`src/rtl/cart_map_pkg.sv`:
```
package cart_map_pkg;

  typedef enum logic [1:0] {
    SWITCH_FIRST = 2'd0,
    FETCH_FIRST  = 2'd1,
    FLOAT_BUS    = 2'd2
  } hot_mode_e;

  // Lowest hotspot offset inside the window for a given bank count
  function automatic logic [11:0] hot_base(input int unsigned nbanks);
    case (nbanks)
      2:       hot_base = 12'hFF8;
      4:       hot_base = 12'hFF6;
      default: hot_base = 12'hFF4;
    endcase
  endfunction

endpackage

```
`src/rtl/cart_rst_sync.sv`:
```
module cart_rst_sync (
  input  logic clk,
  input  logic arst_n,
  output logic rst_n
);
  logic [1:0] sync_q;

  always_ff @(posedge clk or negedge arst_n) begin
    if (!arst_n) sync_q <= 2'b00;
    else         sync_q <= {sync_q[0], 1'b1};
  end

  assign rst_n = sync_q[1];
endmodule

```
`src/rtl/cart_hot_decode.sv`:
```
module cart_hot_decode
  import cart_map_pkg::*;
#(
  parameter int unsigned NUM_BANKS = 8,
  parameter int unsigned BANK_W    = 3
) (
  input  logic [12:0]       cpu_a,
  output logic              hit,
  output logic [BANK_W-1:0] hit_bank
);
  localparam logic [11:0] BASE = hot_base(NUM_BANKS);

  logic [11:0] ofs;

  always_comb begin
    ofs      = cpu_a[11:0] - BASE;
    hit      = cpu_a[12] && (cpu_a[11:0] >= BASE) && (ofs < 12'(NUM_BANKS));
    hit_bank = ofs[BANK_W-1:0];
  end
endmodule

```
`src/rtl/cart_bank_ctrl.sv`:
```
module cart_bank_ctrl
  import cart_map_pkg::*;
#(
  parameter hot_mode_e   MODE       = SWITCH_FIRST,
  parameter int unsigned BANK_W     = 3,
  parameter int unsigned RESET_BANK = 0
) (
  input  logic              clk,
  input  logic              rst_n,
  input  logic              acc_stb,
  input  logic              hit,
  input  logic [BANK_W-1:0] hit_bank,
  output logic [BANK_W-1:0] serve_bank,
  output logic [BANK_W-1:0] bank_q,
  output logic              prev_hot_q
);
  logic [BANK_W-1:0] bank_d, run_q, run_d;
  logic              prev_hot_d;

  // next state and serving bank
  always_comb begin
    bank_d     = bank_q;
    run_d      = run_q;
    prev_hot_d = prev_hot_q;
    serve_bank = bank_q;
    if (acc_stb) begin
      prev_hot_d = hit;
      if (hit) begin
        case (MODE)
          SWITCH_FIRST: begin
            if (!prev_hot_q) begin
              bank_d     = hit_bank;
              serve_bank = hit_bank;
            end
          end
          FETCH_FIRST: begin
            bank_d = hit_bank;
            if (prev_hot_q) serve_bank = run_q;
            else            run_d      = bank_q;
          end
          default: bank_d = hit_bank;
        endcase
      end
    end
  end

  // registers, clock-enabled by the access strobe
  always_ff @(posedge clk or negedge rst_n) begin
    if (!rst_n) begin
      bank_q     <= BANK_W'(RESET_BANK);
      run_q      <= BANK_W'(RESET_BANK);
      prev_hot_q <= 1'b0;
    end else if (acc_stb) begin
      bank_q     <= bank_d;
      run_q      <= run_d;
      prev_hot_q <= prev_hot_d;
    end
  end
endmodule

```
`src/rtl/cart_bus_drive.sv`:
```
module cart_bus_drive
  import cart_map_pkg::*;
#(
  parameter hot_mode_e   MODE   = SWITCH_FIRST,
  parameter int unsigned BANK_W = 3
) (
  input  logic [12:0]        cpu_a,
  input  logic               acc_stb,
  input  logic               hit,
  input  logic [BANK_W-1:0]  serve_bank,
  output logic [BANK_W+11:0] rom_addr,
  output logic               rom_oe
);
  localparam logic FLOATS = (MODE == FLOAT_BUS);

  always_comb begin
    rom_addr = {serve_bank, cpu_a[11:0]};
    rom_oe   = acc_stb && cpu_a[12] && !(FLOATS && hit);
  end
endmodule

```
`src/rtl/cart_bank_mapper.sv`:
```
module cart_bank_mapper
  import cart_map_pkg::*;
#(
  parameter int unsigned NUM_BANKS  = 8,
  parameter hot_mode_e   MODE       = SWITCH_FIRST,
  parameter int unsigned RESET_BANK = 0,
  localparam int unsigned BANK_W    = $clog2(NUM_BANKS),
  localparam int unsigned ROM_W     = 12 + BANK_W
) (
  input  logic             clk,
  input  logic             arst_n,
  input  logic [12:0]      cpu_a,
  input  logic             acc_stb,
  output logic [ROM_W-1:0] rom_addr,
  output logic             rom_oe
);
  logic              rst_n;
  logic              hit;
  logic [BANK_W-1:0] hit_bank, serve_bank, bank_q;
  logic              prev_hot_q;

  cart_rst_sync u_rst (.clk(clk), .arst_n(arst_n), .rst_n(rst_n));

  cart_hot_decode #(.NUM_BANKS(NUM_BANKS), .BANK_W(BANK_W)) u_dec (
    .cpu_a(cpu_a), .hit(hit), .hit_bank(hit_bank)
  );

  cart_bank_ctrl #(.MODE(MODE), .BANK_W(BANK_W), .RESET_BANK(RESET_BANK)) u_ctrl (
    .clk(clk), .rst_n(rst_n), .acc_stb(acc_stb), .hit(hit), .hit_bank(hit_bank),
    .serve_bank(serve_bank), .bank_q(bank_q), .prev_hot_q(prev_hot_q)
  );

  cart_bus_drive #(.MODE(MODE), .BANK_W(BANK_W)) u_drv (
    .cpu_a(cpu_a), .acc_stb(acc_stb), .hit(hit), .serve_bank(serve_bank),
    .rom_addr(rom_addr), .rom_oe(rom_oe)
  );
endmodule

```
`config.mk`:
```
export PLATFORM = sky130hd
export DESIGN_NAME = cart_bank_mapper
export DESIGN_NICKNAME = d
export VERILOG_FILES = /design/src/rtl/cart_map_pkg.sv /design/src/rtl/cart_rst_sync.sv /design/src/rtl/cart_hot_decode.sv /design/src/rtl/cart_bank_ctrl.sv /design/src/rtl/cart_bus_drive.sv /design/src/rtl/cart_bank_mapper.sv
export SDC_FILE = /design/constraint.sdc
export NUM_CORES = 1
export LEC_CHECK = 0
export ABC_AREA = 1
export BUFFER_PORTS_ARGS = -buffer_cell sky130_fd_sc_hd__buf_2
export CAP_MARGIN = 20
export CORE_AREA = 2 2 39 41
export DETAILED_ROUTE_END_ITERATION = 16
export DIE_AREA = 0 0 41 43
export HOLD_SLACK_MARGIN = 0.08
export PLACE_DENSITY_LB_ADDON = 0.12
export SLEW_MARGIN = 25
export SYNTH_ARGS = -nofsm -noshare
export SYNTH_HDL_FRONTEND = slang
export SYNTH_SLANG_ARGS = --single-unit
```
`constraint.sdc`:
```
create_clock -name clk -period 1.7 [get_ports clk]
set_input_delay 0.17 -clock clk [delete_from_list [all_inputs] [get_ports clk]]
set_output_delay 0.17 -clock clk [all_outputs]
set_load 0.02 [all_outputs]
```
# == After elaboration in Yosys (flattened, before gate mapping) ==
# Index checks and enable logic that the tools add are counted.
# totals
ramBits,0
mem_bits_ro,0
memories,0
reg_bits,6
latch_bits,0
# classes
n_addsub,1
mul,0
n_mux,3
order_cmp,2
div_mod_pow,0
reduce_logical,3
n_eq_ne,0
n_shift,0
n_bitwise,0
# op_table
cell,count
$ge 12x12->1 const B,1
$lt 12x4->1 const B,1
$sub 12x12->12 const B,1
$mux 3,3
$logic_and 1x1->1,3

# == Longest topological paths before layout ==
# logic_depth
word_depth,5
depth_mapped,8
depth_no_buf,8

# == By module ==
# Synthesis repeated with hierarchy kept, for this count alone.
# unflattened
cells_unflattened,56
area_unflattened_um2,425.4
# modules_own_cells
module,seq_area_each_um2,n_inst,area_each_um2,cells_each
cart_bank_ctrl,100.1,1,163.9,17
cart_bus_drive,0.0,1,120.1,17
cart_hot_decode,0.0,1,87.6,19
cart_rst_sync,50.0,1,53.8,3

# == Worst setup path before layout ==
# No wires, ideal clock.
# synth_path
path_type,input port to output port
startpoint,input cpu_a[3]
endpoint,output rom_addr[12]
arrival_time_ps,1033
slack_ps,497
n_path_buf,0
stages,8
t_required_ps,1530
path_cell_list,inv_1 ha_1 nand3_1 inv_1 nand2_1 nor2_4 nand3_1 nand2_1
# synth_between
elab_chain_len,5
word_cells_on_any_way,7
# synth_lines
item,line_no,source
"start, declared",cart_bank_mapper.sv:12,"input logic [12:0] cpu_a,"
$sub 12x12->12 / $ge 12x12->1 (equally long branches),"cart_hot_decode.sv:16, cart_hot_decode.sv:17",
$lt 12x4->1 / $logic_and 1x1->1 (equally long branches),cart_hot_decode.sv:17,hit = cpu_a[12] && (cpu_a[11:0] >= BASE) && (ofs < 12'(NUM_BANKS));
$logic_and 1x1->1 *,cart_hot_decode.sv:17,
$mux 3 *,--,
$mux 3 *,cart_bank_ctrl.sv:26,if (acc_stb) begin
"end, declared",cart_bank_mapper.sv:14,"output logic [ROM_W-1:0] rom_addr,"
# Mark *: on every way between the ends. The rest lies on a longest branch, timed or not.

# == Worst setup path in the final report ==
# layout_path
startpoint,input cpu_a[2]
endpoint,output rom_addr[12]
# Same word-level chain as after synthesis.

==> results_dict.tcl <==
set metrics [dict create \
    critPathRequiredTime_ns 1.53 \
    start_util_pct 30.74 \
    dp_hpwl_um 617.1 \
    cts_tree "done" \
    final_area_um2 553.0 \
    synth_area_um2 425.4 \
    setup_viol 0 \
    via_per_inst 3.845 \
    post_synth.cell_area_avg_um2 7.463 \
    drc 0 \
    place.port_buffers 31 \
    rows 14 \
    path_cells "buf_2 > inv_2 > ha_1 > nand3_1 > inv_1 > nand2_1 > nor2_4 > nand3_1 > nand2_1 > buf_2" \
    post_cts.repair.setup_buffers 0 \
    antenna_cells 0 \
    status "complete, no violations" \
    holdCritPathClass "in2reg" \
    critical_path.slowest_cell "ha_1" \
    synthSimpleGateAreaFrac_pct 30.88 \
    yosys_warnings 0 \
    clk_pin_slew_ns 0.04 \
    clk_latency_ns 0.24 \
    track_usage_pct 9.312 \
    grt_pass1_vias 320 \
    skew_ns 0.001679 \
    hold_viol 0 \
    syn-num-nets 74 \
    vias 373 \
    cts.sinks 6 \
    p_leak_nw 0.3667 \
    synth_top_family_by_area "simple AND/OR/NAND/NOR gates" \
    critPathArrivalTime_ns 1.27 \
    antenna_found_initial 0 \
    dr.pass1.iters 1 \
    die-width_um 41 \
    ys_ff_latch 6 \
    area_growth_pct 30.00 \
    fin_hold_ws_ns 0.1709 \
    globalplace.congestion 0.6409 \
    rsz0062_at_grt "no" \
    ir_drop_uv 351.8 \
    power_uw 356.1 \
    pin_count 32 \
    post_dp_cell_area_um2 510.5 \
    drv_slew 0 \
    drt_iter0_drc 0 \
    grt_pass1_wl_mm 1.076 \
    cellPowerDensity_nw_per_um2 643.9 \
    grt_max_degree 5 \
    core_area_um2 1384 \
    cts_hold_buf 2 \
    ys_types 12 \
    cp-start-kind "input port" \
    cp-end-kind "output port" \
    die_area_um2 1763 \
    synth_compound_area_share_pct 0 \
    path_max_fanout 4 \
    path_delay_family "simple AND/OR/NAND/NOR gates" \
    cts_buffers 3 \
    synthesis.instances 57 \
    fin_crit_sh_pct 84.85 \
    final_cell_count_no_fill 97 \
    whs_path_depth 3 \
    die_y_um 43 \
    worstRegToRegCells 4 \
    crit_cells 10 \
    synth_mux_area_share_pct 0 \
    drt-total-wl_um 689 \
    layout-drive-gt1-share_pct 48.15 \
    critPathKind "in2out" \
    max_stage_delay_ns 0.27 \
    worstPathBufferInverterCount 4 \
    clockBufferDepth 2 \
    nFillCells 150 \
    placedCellCount 92 \
    grt.overflow.total 0 \
    synth_xor_area_share_pct 0 \
    root_buffer "clkbuf_4" \
    fmax_ghz 0.6933 \
    final.setup.tns_ns 0 \
    post_cts.resized_instances 0 \
    fin_nets 100 \
    fin_crit_ns 1.442 \
    ant_nets 0 \
    maxCapViolations 0 \
    synthAdderAreaFrac_pct 2.941 \
    seq_area_frac_synth_pct 35.29 \
    htree_levels 1 \
    wl_per_cell_um 7.103 \
]
[cells by family after synthesis]
group / count (synthesis)
adder cells (fa/ha/maj): 1
flip-flops: 6
buffers and inverters: 22
other: 1
AND/OR/NAND/NOR: 27
[worst reg2reg max path: stages (launching register included)]
cell	delay [ns]
dfrtp_1	0.40
nor2_4	0.14
nand3_1	0.13
nand2_1	0.08
nand2_1	0.06
[power by group]
part	leakage, nW	total [mW]	switching [mW]	internal, mW
registers	0.0791	0.147	0.000619	0.147
clock network	0.0138	0.125	0.0459	0.0795
logic	0.274	0.0835	0.0500	0.0335
[synthesized netlist by cell type]
cell     number  area (um^2)
inv_1         9        33.78
nand3_1       5        25.02
nand2_1      16        60.06
dfrtp_1       6        150.1
inv_2         1        3.750
nand3_2       1        10.01
conb_1        1        3.750
nor2_1        2        7.510
nor2_4        2        22.52
nor2_2        1        6.260
ha_1          1        12.51
buf_4        12        90.09
[layout make-up]
| class | count | area (um^2) | area share [%] |
|---|---|---|---|
| timing repair buffer | 33 | 175.2 | 31.67 |
| sequential | 6 | 150.1 | 27.15 |
| multi-input combinational | 29 | 147.6 | 26.70 |
| inverter | 10 | 37.54 | 6.787 |
| clock buffer | 3 | 22.52 | 4.072 |
| tap | 16 | 20.02 | 3.620 |
[stage by stage]
stage	setup WS (ns)	util [%]
2_1_floorplan	0.4968	-
3_3_place_gp	0.2748	36.89
3_5_place_dp	0.2527	36.89
4_1_cts	0.2403	39.96
5_1_grt	0.1128	39.96
6_report	0.2575	39.96
[flip-flops by register name, indices dropped and copies added, names as in the netlist]
name / cells
u_rst.sync_q: 2
u_ctrl.prev_hot_q: 1
u_ctrl.bank_q: 3
[cells in the final DEF (no fill, tap or decap)]
cell / n
buf_2: 31
nand2_1: 16
inv_1: 9
dfrtp_1: 6
nand3_1: 5
clkbuf_4: 3
nor2_1: 2
nor2_4: 2
dlygate4sd3_1: 2
inv_2: 1
nor2_2: 1
nand3_2: 1
ha_1: 1
conb_1: 1
[worst paths after layout]
| path | from | to | slack, ns |
|---|---|---|---|
| min in group asynchronous | arst_n | u_rst.sync_q[1]$_DFF_PN0_ | 0.24 |
| hold / removal | acc_stb | u_ctrl.prev_hot_q$_DFFE_PN0P_ | 0.17 |
| setup reg to reg | u_ctrl.prev_hot_q$_DFFE_PN0P_ | u_ctrl.bank_q[0]$_DFF_PN0_ | 0.78 |
| max in group asynchronous | u_rst.sync_q[1]$_DFF_PN0_ | u_ctrl.prev_hot_q$_DFFE_PN0P_ | 0.95 |
| setup / recovery | cpu_a[2] | rom_addr[12] | 0.26 |
| hold reg to reg | u_rst.sync_q[0]$_DFF_PN0_ | u_rst.sync_q[1]$_DFF_PN0_ | 0.35 |
[per-layer routing]
metal	vias up	share of wire [%]	GRT usage [%]
li1	203	-	-
met1	149	41	8.581
met5	-	0	0
met4	0	2.6	10.00
met3	2	9.1	1.571
met2	19	47	15.00
No activity file was read; power rests on OpenSTA's default activity.
